===== config.mk =====
export PLATFORM = sky130hd
export DESIGN_NAME = mclk_src_sel
export DESIGN_NICKNAME = d
export VERILOG_FILES = /design/src/rtl/mclk_pkg.sv /design/src/rtl/mclk_div_reg.sv /design/src/rtl/mclk_en_reg.sv /design/src/rtl/mclk_switch_fsm.sv /design/src/rtl/mclk_src_sel.sv
export SDC_FILE = /design/constraint.sdc
export NUM_CORES = 1
export LEC_CHECK = 0
export ABC_AREA = 1
export BUFFER_PORTS_ARGS = -buffer_cell sky130_fd_sc_hd__buf_2
export CORE_AREA = 4 4 46 48
export DETAILED_ROUTE_END_ITERATION = 7
export DIE_AREA = 0 0 50 52
export PLACE_DENSITY = 0.77
export SLEW_MARGIN = 20
export SYNTH_ARGS = -nofsm -noshare
export SYNTH_HDL_FRONTEND = slang
export SYNTH_HIERARCHICAL = 1
export SYNTH_SLANG_ARGS = --single-unit

===== constraint.sdc =====
create_clock -name clk -period 4.9 [get_ports clk]
set_input_delay 0.49 -clock clk [delete_from_list [all_inputs] [get_ports clk]]
set_output_delay 0.49 -clock clk [all_outputs]
set_load 0.01 [all_outputs]

===== src/rtl/mclk_pkg.sv =====
package mclk_pkg;
   localparam int NUM_SRC = 4;
   localparam int SRC_W   = 2;

   typedef enum logic [SRC_W-1:0] {
      SRC_RC_FAST = 2'd0,
      SRC_RC_SLOW = 2'd1,
      SRC_XTAL    = 2'd2,
      SRC_EXT     = 2'd3
   } src_e;

   function automatic logic [NUM_SRC-1:0] src_bit(input src_e s);
      return NUM_SRC'(1) << s;
   endfunction
endpackage


===== src/rtl/mclk_div_reg.sv =====
module mclk_div_reg #(
   parameter int CODE_W = 3,
   parameter int SEL_W  = 2
) (
   input  logic              clk,
   input  logic              rst_n,
   input  logic              load,
   input  logic [CODE_W-1:0] code,
   input  logic              force_slow,
   output logic [SEL_W-1:0]  sel
);
   localparam int MAX_SEL = (1 << SEL_W) - 1;

   logic [SEL_W-1:0] decoded;

   generate
      if (CODE_W > SEL_W) begin : g_saturate
         assign decoded = (code > CODE_W'(MAX_SEL)) ? SEL_W'(MAX_SEL)
                                                    : code[SEL_W-1:0];
      end else begin : g_direct
         assign decoded = SEL_W'(code);
      end
   endgenerate

   initial begin
      if (CODE_W < 1 || SEL_W < 1)
         $error("mclk_div_reg: widths must be positive");
   end

   always_ff @(posedge clk) begin
      if (!rst_n)          sel <= SEL_W'(MAX_SEL);
      else if (force_slow) sel <= SEL_W'(MAX_SEL);
      else if (load)       sel <= decoded;
   end

   // out-of-range codes land on the slowest division
   a_r3_div_saturate: assert property (@(posedge clk) disable iff (!rst_n)
      (load && !force_slow && code > CODE_W'(MAX_SEL)) |=> sel == SEL_W'(MAX_SEL));
   // a fallback always selects the slowest division
   a_r7_slowest_div: assert property (@(posedge clk) disable iff (!rst_n)
      force_slow |=> sel == SEL_W'(MAX_SEL));
endmodule


===== src/rtl/mclk_en_reg.sv =====
module mclk_en_reg #(
   parameter int              N      = 4,
   parameter logic [N-1:0]    RST_EN = N'(1)
) (
   input  logic         clk,
   input  logic         rst_n,
   input  logic         load,
   input  logic [N-1:0] wr_bits,
   input  logic [N-1:0] set_mask,
   input  logic [N-1:0] clr_mask,
   output logic [N-1:0] en
);
   always_ff @(posedge clk) begin
      if (!rst_n)    en <= RST_EN;
      else if (load) en <= wr_bits | set_mask;
      else           en <= (en | set_mask) & ~clr_mask;
   end

   // a forced bit survives the load
   a_r5_set_wins: assert property (@(posedge clk) disable iff (!rst_n)
      load |=> ((en & $past(set_mask)) == $past(set_mask)));
endmodule


===== src/rtl/mclk_switch_fsm.sv =====
module mclk_switch_fsm
   import mclk_pkg::*;
(
   input  logic               clk,
   input  logic               rst_n,
   input  logic               req_go,
   input  src_e               req_src,
   input  logic [NUM_SRC-1:0] rdy,
   input  logic               wake_hit,
   input  logic               xtal_fail,
   output logic               fail_hit,
   output src_e               active
);
   src_e act_q, tgt_q;
   logic pend_q;

   assign fail_hit = xtal_fail &&
                     (act_q == SRC_XTAL || (pend_q && tgt_q == SRC_XTAL));
   assign active   = act_q;

   always_ff @(posedge clk) begin
      if (!rst_n) begin
         act_q  <= SRC_RC_FAST;
         tgt_q  <= SRC_RC_FAST;
         pend_q <= 1'b0;
      end else if (fail_hit || wake_hit) begin
         act_q  <= SRC_RC_FAST;
         pend_q <= 1'b0;
      end else if (req_go) begin
         tgt_q  <= req_src;
         pend_q <= (req_src != act_q);
      end else if (pend_q && rdy[tgt_q]) begin
         act_q  <= tgt_q;
         pend_q <= 1'b0;
      end
   end

   // a move away from the fast RC only follows a ready pending target
   a_r4_ready_gate: assert property (@(posedge clk) disable iff (!rst_n)
      (act_q != $past(act_q) && act_q != SRC_RC_FAST) |->
      ($past(pend_q) && $past(rdy[tgt_q]) && $past(tgt_q) == act_q));
   // crystal failure returns to the fast RC with nothing pending
   a_r7_fallback: assert property (@(posedge clk) disable iff (!rst_n)
      fail_hit |=> (act_q == SRC_RC_FAST && !pend_q));
   // accepted wakeup selects the fast RC
   a_r6_wake_fast: assert property (@(posedge clk) disable iff (!rst_n)
      wake_hit |=> act_q == SRC_RC_FAST);
endmodule


===== src/rtl/mclk_src_sel.sv =====
module mclk_src_sel
   import mclk_pkg::*;
#(
   parameter int XTAL_KHZ     = 24000,
   parameter int EXT_KHZ      = 12000,
   parameter int RC_FAST_KHZ  = 16000,
   parameter int RC_SLOW_KHZ  = 128,
   parameter int WS_LIMIT_KHZ = 16000,
   parameter int DIV_CODE_W   = 3
) (
   input  logic                  clk,
   input  logic                  rst_n,
   input  logic                  cfg_we,
   input  logic [1:0]            cfg_src,
   input  logic [DIV_CODE_W-1:0] cfg_div,
   input  logic [3:0]            cfg_osc_en,
   input  logic                  cfg_fast_wake,
   input  logic [3:0]            osc_rdy,
   input  logic                  wake_evt,
   input  logic                  xtal_fail,
   output logic [1:0]            mclk_src,
   output logic [1:0]            rc_div_sel,
   output logic [3:0]            osc_en,
   output logic                  flash_ws
);
   localparam int SEL_W = 2;

   initial begin
      if (XTAL_KHZ < 1000 || XTAL_KHZ > 24000)
         $error("mclk_src_sel: crystal rate out of range");
      if (EXT_KHZ < 1 || EXT_KHZ > 24000)
         $error("mclk_src_sel: user clock rate out of range");
   end

   src_e               active;
   logic               fail_hit, wake_hit, cfg_go, fast_wake_q;
   logic [NUM_SRC-1:0] set_mask, clr_mask, ws_src;

   assign wake_hit = wake_evt && fast_wake_q && !fail_hit;
   assign cfg_go   = cfg_we && !fail_hit && !wake_hit;

   always_ff @(posedge clk) begin
      if (!rst_n)      fast_wake_q <= 1'b0;
      else if (cfg_go) fast_wake_q <= cfg_fast_wake;
   end

   mclk_switch_fsm u_fsm (
      .clk       (clk),
      .rst_n     (rst_n),
      .req_go    (cfg_go),
      .req_src   (src_e'(cfg_src)),
      .rdy       (osc_rdy),
      .wake_hit  (wake_hit),
      .xtal_fail (xtal_fail),
      .fail_hit  (fail_hit),
      .active    (active)
   );

   mclk_div_reg #(.CODE_W(DIV_CODE_W), .SEL_W(SEL_W)) u_div (
      .clk        (clk),
      .rst_n      (rst_n),
      .load       (cfg_go),
      .code       (cfg_div),
      .force_slow (fail_hit),
      .sel        (rc_div_sel)
   );

   always_comb begin
      set_mask = '0;
      clr_mask = '0;
      if (fail_hit) begin
         set_mask = src_bit(SRC_RC_FAST);
         clr_mask = src_bit(SRC_XTAL);
      end else if (wake_hit) begin
         set_mask = src_bit(SRC_RC_FAST);
      end else if (cfg_go) begin
         set_mask = src_bit(active) | src_bit(src_e'(cfg_src));
      end
   end

   mclk_en_reg #(.N(NUM_SRC), .RST_EN(NUM_SRC'(1))) u_en (
      .clk      (clk),
      .rst_n    (rst_n),
      .load     (cfg_go),
      .wr_bits  (cfg_osc_en),
      .set_mask (set_mask),
      .clr_mask (clr_mask),
      .en       (osc_en)
   );

   generate
      for (genvar s = 0; s < NUM_SRC; s++) begin : g_ws
         if (s == int'(SRC_RC_FAST)) begin : g_fast
            assign ws_src[s] = (RC_FAST_KHZ >> rc_div_sel) > WS_LIMIT_KHZ;
         end else if (s == int'(SRC_RC_SLOW)) begin : g_slow
            assign ws_src[s] = RC_SLOW_KHZ > WS_LIMIT_KHZ;
         end else if (s == int'(SRC_XTAL)) begin : g_xtal
            assign ws_src[s] = XTAL_KHZ > WS_LIMIT_KHZ;
         end else begin : g_ext
            assign ws_src[s] = EXT_KHZ > WS_LIMIT_KHZ;
         end
      end
   endgenerate

   assign mclk_src = active;
   assign flash_ws = ws_src[active];

   // the oscillator feeding the master clock is never disabled
   a_r5_active_on: assert property (@(posedge clk) disable iff (!rst_n)
      osc_en[mclk_src]);
   // with default rates only the crystal needs a wait state
   a_r9_ws_source: assert property (@(posedge clk) disable iff (!rst_n)
      flash_ws |-> (mclk_src == SRC_XTAL || mclk_src == SRC_EXT));
   // a failure suppresses any write in the same cycle
   a_r8_fail_first: assert property (@(posedge clk) disable iff (!rst_n)
      (fail_hit && cfg_we) |=> rc_div_sel == 2'd3);
endmodule


# Word level (Yosys, flattened, before mapping)

Cells that the tools add are included.

Bits in registers: 12
Latch bits: 0
Memory bits (writable): 0
ROM bits: 0
Input port bits: 19
Output and inout port bits: 9
Word-level logic and storage cells: 52
Memories kept: 0

$add $sub $neg: 0
Multipliers: 0
Divide/modulo/power cells: 0
Order comparisons: 4
Equal/unequal tests: 3
Shift operators: 3
Muxes and demuxes: 12
Bitwise logic cells: 8
Reductions and logical operators: 16

Operator list:

| kind                    | number |
|---|---|
| $gt A32 B15 Y1 const B  | 1 |
| $shr A14 B2 Y32 const A | 1 |
| $mux W4                 | 4 |
| $or A4 B4 Y4            | 3 |
| $shl A1 B2 Y4 const A   | 2 |
| $logic_and A1 B1 Y1     | 7 |
| $lt A2 B3 Y1 const B    | 2 |
| $and A4 B4 Y4           | 1 |
| $bmux W1 S2             | 2 |
| $eq A2 B2 Y1 const B    | 2 |
| $mux W1                 | 4 |
| $not A3 Y4              | 1 |
| $reduce_and A2 Y1       | 2 |
| $reduce_or A2 Y1        | 2 |
| $gt A3 B2 Y1 const B    | 1 |
| $mux W3                 | 1 |
| $not A1 Y1              | 3 |
| $logic_not A1 Y1        | 2 |
| $logic_or A1 B1 Y1      | 2 |
| $mux W2                 | 1 |
| $ne A2 B2 Y1            | 1 |
| $reduce_bool A2 Y1      | 1 |

# Longest topological paths before layout

Gate-level depths: netlist (run 1).

Depth after elaboration: 14
Depth in mapped cells: 13
Mapped depth without buffers: 12

# By module

The synthesis (run 1) kept the hierarchy.

By module, submodules not included:

| module          | times used | cells an instance | area an instance (um^2) | sequential area each (um^2) |
|---|---|---|---|---|
| mclk_switch_fsm | 1          | 49                | 332.8                   | 100.1 |
| mclk_en_reg     | 1          | 39                | 230.2                   | 80.1 |
| mclk_src_sel    | 1          | 31                | 151.4                   | 20.0 |
| mclk_div_reg    | 1          | 14                | 87.6                    | 40.0 |

# Worst setup path after synthesis (run 1)

OpenSTA, ideal clock, no wires.

Path type: reg2reg
Start point: register u_fsm.act_q[1] (netlist: u_fsm/active[1])
End point: register u_fsm.act_q[1] (netlist: u_fsm/active[1])
Library setup time: 0.117 ns
Arrival: 1.558 ns
Required time: 4.783 ns
Path slack: 3.225 ns
Cell stages (with the launch flop): 12
Path buffers: 0
Clock period less this slack: 1.675 ns
Cells stage by stage: dfxtp_1 > nand2_1 > nand2_2 > nand2_4 > inv_1 > inv_1 > nand3_2 > inv_1 > nor2_1 > nand3_2 > nand2_1 > a21oi_1

Cells in the longest elaborated chain, start to end: 9

RTL lines:

| what                          | line                                   | source |
|---|---|---|
| start: declaration            | mclk_switch_fsm.sv:14                  | `src_e act_q, tgt_q;` |
| start signal: assignment      | mclk_switch_fsm.sv:33                  | `act_q <= tgt_q;` |
| $eq A2 B2 Y1 *                | mclk_switch_fsm.sv:18                  | `(act_q == SRC_XTAL \|\| (pend_q && tgt_q == SRC_XTAL));` |
| $logic_or A1 B1 Y1 *          | mclk_switch_fsm.sv:18                  |  |
| $logic_and A1 B1 Y1 *         | mclk_switch_fsm.sv:17                  | `assign fail_hit = xtal_fail &&` |
| via fail_hit                  | mclk_src_sel.sv:36                     | `logic fail_hit, wake_hit, cfg_go, fast_wake_q;` |
| $logic_not A1 Y1 *            | mclk_src_sel.sv:39, mclk_src_sel.sv:40 |  |
| $logic_and A1 B1 Y1           | mclk_src_sel.sv:39                     | `assign wake_hit = wake_evt && fast_wake_q && !fail_hit;` |
| $logic_not A1 Y1              | mclk_src_sel.sv:40                     | `assign cfg_go = cfg_we && !fail_hit && !wake_hit;` |
| $logic_and A1 B1 Y1 *         | mclk_src_sel.sv:40                     |  |
| via cfg_go                    | mclk_src_sel.sv:36                     |  |
| $not A1 Y1 (no line) *        | --                                     |  |
| $reduce_and A2 Y1 (no line) * | --                                     |  |

Mark *: on every way through the listed nets, which the timed path passes. The rest lies on a longest branch.
A chain may end at the register's enable or synchronous reset.

# Final worst setup path (run 1)

Start point: register u_fsm.act_q[0] (netlist: u_fsm/active[0])
End point: register u_fsm.act_q[1] (netlist: u_fsm/active[1])

The elaborated chain is that of the path after synthesis.

==> run_results.csv, run 1 <==
group,metric,value,unit
outcome,status,"complete, no violations",
synth,ys_warn_count,6,
synth,yosysSeqAreaShare,29.95,%
timing,skew,0.003133,ns
timing,finalHoldViolCount,0,
detailed_routing,drt_pre_antenna_iters,4,
synth,synth_area,802.0,µm²
pwr,p_per_area,225.9,mW/mm²
detailed_routing,ant_nets,0,
placement,gp_congestion,0.8654,
floorplan,die_h,52,µm
synth,avgSynthCellArea,6.030,µm²
placement,dpl.cell_count,186,
timing,fin_setup_tns,0,ns
worst_hold_path,hold_class,"in2reg",
detailed_routing,drc,0,
detailed_routing,drt_iter0_markers,14,
global_routing,grt_pass1_wl,2953,µm
cts,clock-sinks,12,
critical_path,start_kind,"flip-flop",
final_layout,drive_gt1_share,25.61,%
floorplan,num_io_pins,28,
synth,synthDistinctLibCells,17,
floorplan,core,0.001708,mm²
synth,synth_xor_area_share,2.184,%
timing,worst_pin_slew,0.5591,ns
critical_path,end_kind,"flip-flop",
final_layout,nNetsFinal,185,
timing,finalMaxSlewViolations,0,
detailed_routing,routed_wl,1709,µm
synth,yosys.area_share.simple,41.65,%
critical_path,required,5.10,ns
floorplan,rows,15,
global_routing,antenna_found_initial,0,
global_routing,track_usage,14.60,%
cts,numCtsBuffers,3,
floorplan,dieArea,0.002600,mm²
detailed_routing,vias,836,
detailed_routing,routed_via_density,4.423,
timing,setup_violations,0,
placement,portBuffers,27,
synth,synth_top_family_by_area,"simple AND/OR/NAND/NOR gates",
synth,yosys.area_share.adder,0,%
synth,ys_ff_latch,12,
cts,clk_pin_slew,0.07,ns
global_routing,grt_pass1_vias,733,
critical_path,critPathMaxFanout,20,
cts,hold_buffers,0,
timing,slew_headroom,62.68,%
cts,cts_resized,0,
floorplan,start_util,46.96,%
pwr,vdd_drop_max,0.1194,mV
timing,rsz0062_at_grt,"false",
synth,synth.area.mux_share,0,%
cts,post_cts_buffers,0,
pwr,p_leak,0.5495,nW
job,drv_cap,0,
critical_path,crit_type,"reg2reg",
timing,post-route-period-util,41.43,%
detailed_routing,post_drt_wl_per_cell,9.042,µm
final_layout,finalNonFillerCells,189,
global_routing,grt_overflow,0,
placement,place_hpwl,1341,µm
global_routing,grt_max_degree,21,
cts,root_buffer,"clkbuf_4",
floorplan,die_x,50,µm
cts,clock_latency,0.26,ns
cts,htree_num_levels,1,
critical_path,worst_ep_arrival_time,2.23,ns
cts,clockBufferDepth,2,
final_layout,diodes,0,
timing,fmax,0.4925,GHz
timing,fin_crit,2.030,ns
cts,cts_tree,"done",
synth,syn_inst,133,
synth,synth_compound_area_share,9.828,%
final_layout,synthToLayoutAreaGrowth,23.09,%
-- placed cells by master, fill, tap and decap left out --
cell      synthesis  layout
conb_1            1       3
inv_2             1       1
a21oi_2           1       1
nor2_1           22      22
nand4_1           4       4
buf_2             0      27
nand2_4           1       1
nand3_1           2       2
a21oi_1           6       6
dfxtp_1          12      12
xor2_1            2       2
inv_1            30      30
nand2_1          32      32
or2_0             1       1
o21ai_0           8       8
nand2_2           3       3
clkbuf_4          0       3
nand3_2           6       6
-- critical path, cell delays in order, from the launching register on --
cell and delay, ns:
dfxtp_1 0.45, inv_1 0.06, nand2_1 0.07, nand2_2 0.07, nand2_4 0.07, inv_1 0.08, inv_1 0.09, nand3_2 0.13
inv_1 0.45, nor2_1 0.20, nand3_2 0.13, nand2_1 0.05, a21oi_1 0.11
-- cell type report --
class | count | area [µm²]
inverter | 31 | 116.4
fill | 177 | 720.7
tap | 25 | 31.28
timing repair buffer | 27 | 135.1
sequential | 12 | 240.2
multi-input combinational | 91 | 441.7
clock buffer | 3 | 22.52
-- power by group --
part | internal, W | switching (W) | total, W
clock network | 0.0000284 | 0.0000299 | 0.0000582
logic | 0.0000219 | 0.0000333 | 0.0000552
registers | 0.000104 | 0.00000505 | 0.000110
-- flip-flops by register name, indices dropped and copies added, names as in the netlist --
signal / cells
u_fsm/pend_q: 1
u_div/sel: 2
fast_wake_q: 1
u_en/en: 4
u_fsm/tgt_q: 2
u_fsm/active: 2
-- final timing paths --
| kind | from | endpoint | slack [ns] | depth (start not counted) |
|---|---|---|---|---|
| max reg2reg | u_fsm/active[0] | u_fsm/active[1] | 2.87 | 12 |
| min reg2reg | u_en/en[0] | u_en/en[0] | 0.54 | 4 |
| max | u_fsm/active[0] | u_fsm/active[1] | 2.87 | 12 |
| min | cfg_div[1] | u_div/sel[1] | 0.45 | 3 |
-- synth_stat cells --
master    n  area share [%]
o21ai_0   8             5.0
nand2_4   1             1.4
inv_2     1            0.47
nand2_1  32              15
nor2_1   22              10
nand2_2   3             2.3
conb_1    1            0.47
inv_1    30              14
buf_6     1             1.4
dfxtp_1  12              30
nand4_1   4             3.1
xor2_1    2             2.2
a21oi_2   1             1.1
or2_0     1            0.78
nand3_2   6             7.5
nand3_1   2             1.2
a21oi_1   6             3.7
-- metal layers --
metal | share of wire, % | vias to the layer above | global-route usage, %
met2 | 47 | 16 | 23.26
met4 | 0.70 | 0 | 5.530
met1 | 47 | 358 | 18.63
met3 | 5.7 | 2 | 4.011
met5 | 0 | - | 0
li1 | - | 460 | -
-- logic make-up (layout without fill, tap and decap cells) --
family	count (synthesis)	in the layout
and+or+nand+nor	71	71
buffers and inverters	32	61
other	1	3
DFF	12	12
AOI/OAI and AO/OA	15	15
xor gates and xnor gates	2	2
-- stage by stage --
step / hold slack, ns / setup slack, ns / instance area, µm² / total power (W) / util [%]
3_5_place_dp: 0.5278 / 2.890 / 964.7 / 0.0001669 / 56.48
5_1_grt: 0.4661 / 2.568 / 987.2 / 0.0002407 / 57.80
2_1_floorplan: 0.5079 / 3.225 / 809.5 / 0.0001483 / -
3_3_place_gp: 0.5125 / 2.984 / 964.7 / 0.0001653 / 56.48
4_1_cts: 0.4362 / 2.866 / 987.2 / 0.0002275 / 57.80
6_report: 0.4507 / 2.870 / 987.2 / 0.0002230 / 57.80
Power figures use the tool's default switching activity.
==> run 2, diff against run 1 <==
Clock period 4.9 ns to 2.1 ns, I/O delays scaled along.
==> run 2 against run 1 <==
Effect of this change: via count grew 1.6%; cell area grew 2.2%; routed wire length grew 10%; utilization grew 1.2 points; sequential cell count is the same; setup slack lost 2.5 ns; critical path type unchanged; critical endpoint unchanged.
==> run_results.csv, run 2 (synthesized netlist as in run 1, its figures left out) <==
group,metric,value,unit
pwr,p_per_area,571.3,mW/mm²
floorplan,die_h,52,µm
pwr,pwr-share-comb,23.2,%
detailed_routing,wl_met2,902,µm
critical_path,worst_path_dominant_cell_family,"simple AND/OR/NAND/NOR gates",
placement,place_ws,0.3739,ns
critical_path,start_kind,"flip-flop",
placement,place_hpwl,1476,µm
cts,root_buffer,"clkbuf_4",
global_routing,grt_max_degree,20,
final_layout,finalNonFillerCells,191,
pwr,switchingPower,0.0001737,W
final_layout,drive_gt1_share,26.51,%
placement,gp_congestion,0.9483,
cts,numCtsBuffers,3,
detailed_routing,route.met3.wl,137,µm
timing,fmax,0.5678,GHz
global_routing,grt_overflow,0,
cts,cts_tree,"done",
worst_hold_path,min_to,"u_div/sel[1]",
pwr,switching_share,30.15,%
cts,clock-sinks,12,
detailed_routing,routed.top_layer,"met4",
critical_path,end_kind,"flip-flop",
critical_path,rr_worst_depth,11,
final_layout,diodes,0,
cts,cts_resized,0,
floorplan,die_x,50,µm
floorplan,num_io_pins,28,
pwr,p_leak,0.5616,nW
timing,finalHoldViolCount,0,
detailed_routing,ant_nets,0,
placement,dpl.cell_count,187,
detailed_routing,drt_iter0_markers,28,
cts,clk_pin_slew,0.08,ns
cts,clockBufferDepth,2,
pwr,p_clk_share,32.5,%
critical_path,worst_path_most_repeated_cell,"inv_1",
timing,fin_crit,1.761,ns
pwr,vdd_drop_max,0.3341,mV
final_layout,post-route-util,59.05,%
timing,post-route-period-util,83.86,%
global_routing,grt_pass1_wl,3194,µm
final_layout,final_area,0.001008,mm²
timing,skew,0.004247,ns
outcome,status,"complete, no violations",
worst_hold_path,hold_depth,3,
critical_path,required,2.27,ns
critical_path,max_stage_delay,0.46,ns
critical_path,critPathMaxFanout,8,
global_routing,track_usage,15.82,%
timing,rsz0062_at_grt,"false",
critical_path,r2r_slack,0.34,ns
floorplan,core,0.001708,mm²
detailed_routing,drt_pre_antenna_iters,4,
final_layout,nNetsFinal,186,
final_layout,layout_common_cells,"nand2_1, inv_1, buf_2, nor2_1, dfxtp_1",
floorplan,dieArea,0.002600,mm²
timing,fin_setup_tns,0,ns
global_routing,grt_pass1_vias,787,
critical_path,r2r_end,"u_fsm/active[1]",
placement,placedInstanceArea,972.2,µm²
placement,portBuffers,27,
worst_hold_path,hold_class,"in2reg",
critical_path,cp_slowest_cell,"dfxtp_1",
detailed_routing,drc,0,
floorplan,start_util,46.96,%
cts,htree_num_levels,1,
critical_path,crit_type,"reg2reg",
critical_path,path_cells,"nand2_1 -> nand2_2 -> nand2_4 -> inv_1 -> inv_1 -> nand3_2 -> inv_1 -> nor2_1 -> nand3_2 -> nand2_1 -> a21oi_1",
pwr,p_int,0.0004024,W
detailed_routing,vias,849,
detailed_routing,routed_via_density,4.445,
timing,finalWorstSetupSlack,0.3388,ns
final_layout,regMostFlops,"u_en/en",
detailed_routing,routed_wl,1882,µm
cts,hold_buffers,0,
cts,clock_latency,0.28,ns
critical_path,r2r-start,"u_fsm/active[1]",
critical_path,path_buf_inv,3,
pwr,power_frac_seq,44.3,%
detailed_routing,wl_met1,817,µm
cts,post_cts_buffers,0,
detailed_routing,post_drt_wl_per_cell,9.853,µm
critical_path,worst_ep_arrival_time,1.93,ns
worst_hold_path,min_from,"cfg_div[1]",
global_routing,antenna_found_initial,0,
timing,setup_violations,0,
timing,finalMaxSlewViolations,0,
final_layout,layout_commonest_cell,"nand2_1",
job,drv_cap,0,
final_layout,synthToLayoutAreaGrowth,25.74,%
floorplan,rows,15,
final_layout,largest_register_ffs,4,
run 2: changes by cell type in the layout (fill, tap and decap cells not counted):
cell / change
buf_4: +1
clkbuf_8: +1
run 2: how the worst max path moves through the flow:
| stage | cells after the start | endpoint | start |
|---|---|---|---|
| finish | 11 | u_fsm/active[1] | u_fsm/active[1] |
| global route | 13 | u_fsm/tgt_q[1] | u_fsm/active[0] |
| CTS | 11 | u_fsm/active[0] | u_fsm/active[1] |
| detailed placement | 11 | u_fsm/active[0] | u_fsm/active[1] |
| global placement | 11 | u_fsm/pend_q | u_fsm/active[0] |
| floorplan | 11 | u_fsm/active[1] | u_fsm/active[1] |
run 2: area by class of cell:
| class | instances | area [µm²] |
|---|---|---|
| well taps | 25 | 31.28 |
| multi-input cells | 91 | 441.7 |
| fillers | 159 | 699.4 |
| clock buffers | 4 | 36.28 |
| flip-flops and latches | 12 | 240.2 |
| repair buffers | 28 | 142.6 |
| inverters | 31 | 116.4 |
run 2: power by group through the flow:
stage | clock network [W] | registers (W) | logic, W
finish | 0.000187 | 0.000255 | 0.000134
global route | 0.000209 | 0.000258 | 0.000153
CTS | 0.000192 | 0.000256 | 0.000134
detailed placement | 0 | 0.000261 | 0.000133
global placement | 0 | 0.000260 | 0.000129
floorplan | 0 | 0.000264 | 0.0000821
run 2: routing by layer:
| layer | vias up | global-route usage [%] |
|---|---|---|
| met3 | 5 | 5.731 |
| met4 | 0 | 3.687 |
| met5 | - | 0 |
| met1 | 354 | 17.53 |
| met2 | 29 | 28.48 |
| li1 | 461 | - |
run 2: worst register-to-register path: stages, from the launching register on:
cell     delay, ns
dfxtp_1       0.46
nand2_1       0.10
nand2_2       0.09
nand2_4       0.06
inv_1         0.13
inv_1         0.09
nand3_2       0.13
inv_1         0.07
nor2_1        0.26
nand3_2       0.13
nand2_1       0.08
a21oi_1       0.06
run 2: stage by stage:
step,total power [W],hold slack (ns)
final,0.0005761,0.1488
after global routing,0.0006199,0.1353
after CTS,0.0005817,0.1403
after detailed placement,0.0003937,0.4336
after global placement,0.0003890,0.4286
after floorplan,0.0003460,0.2946
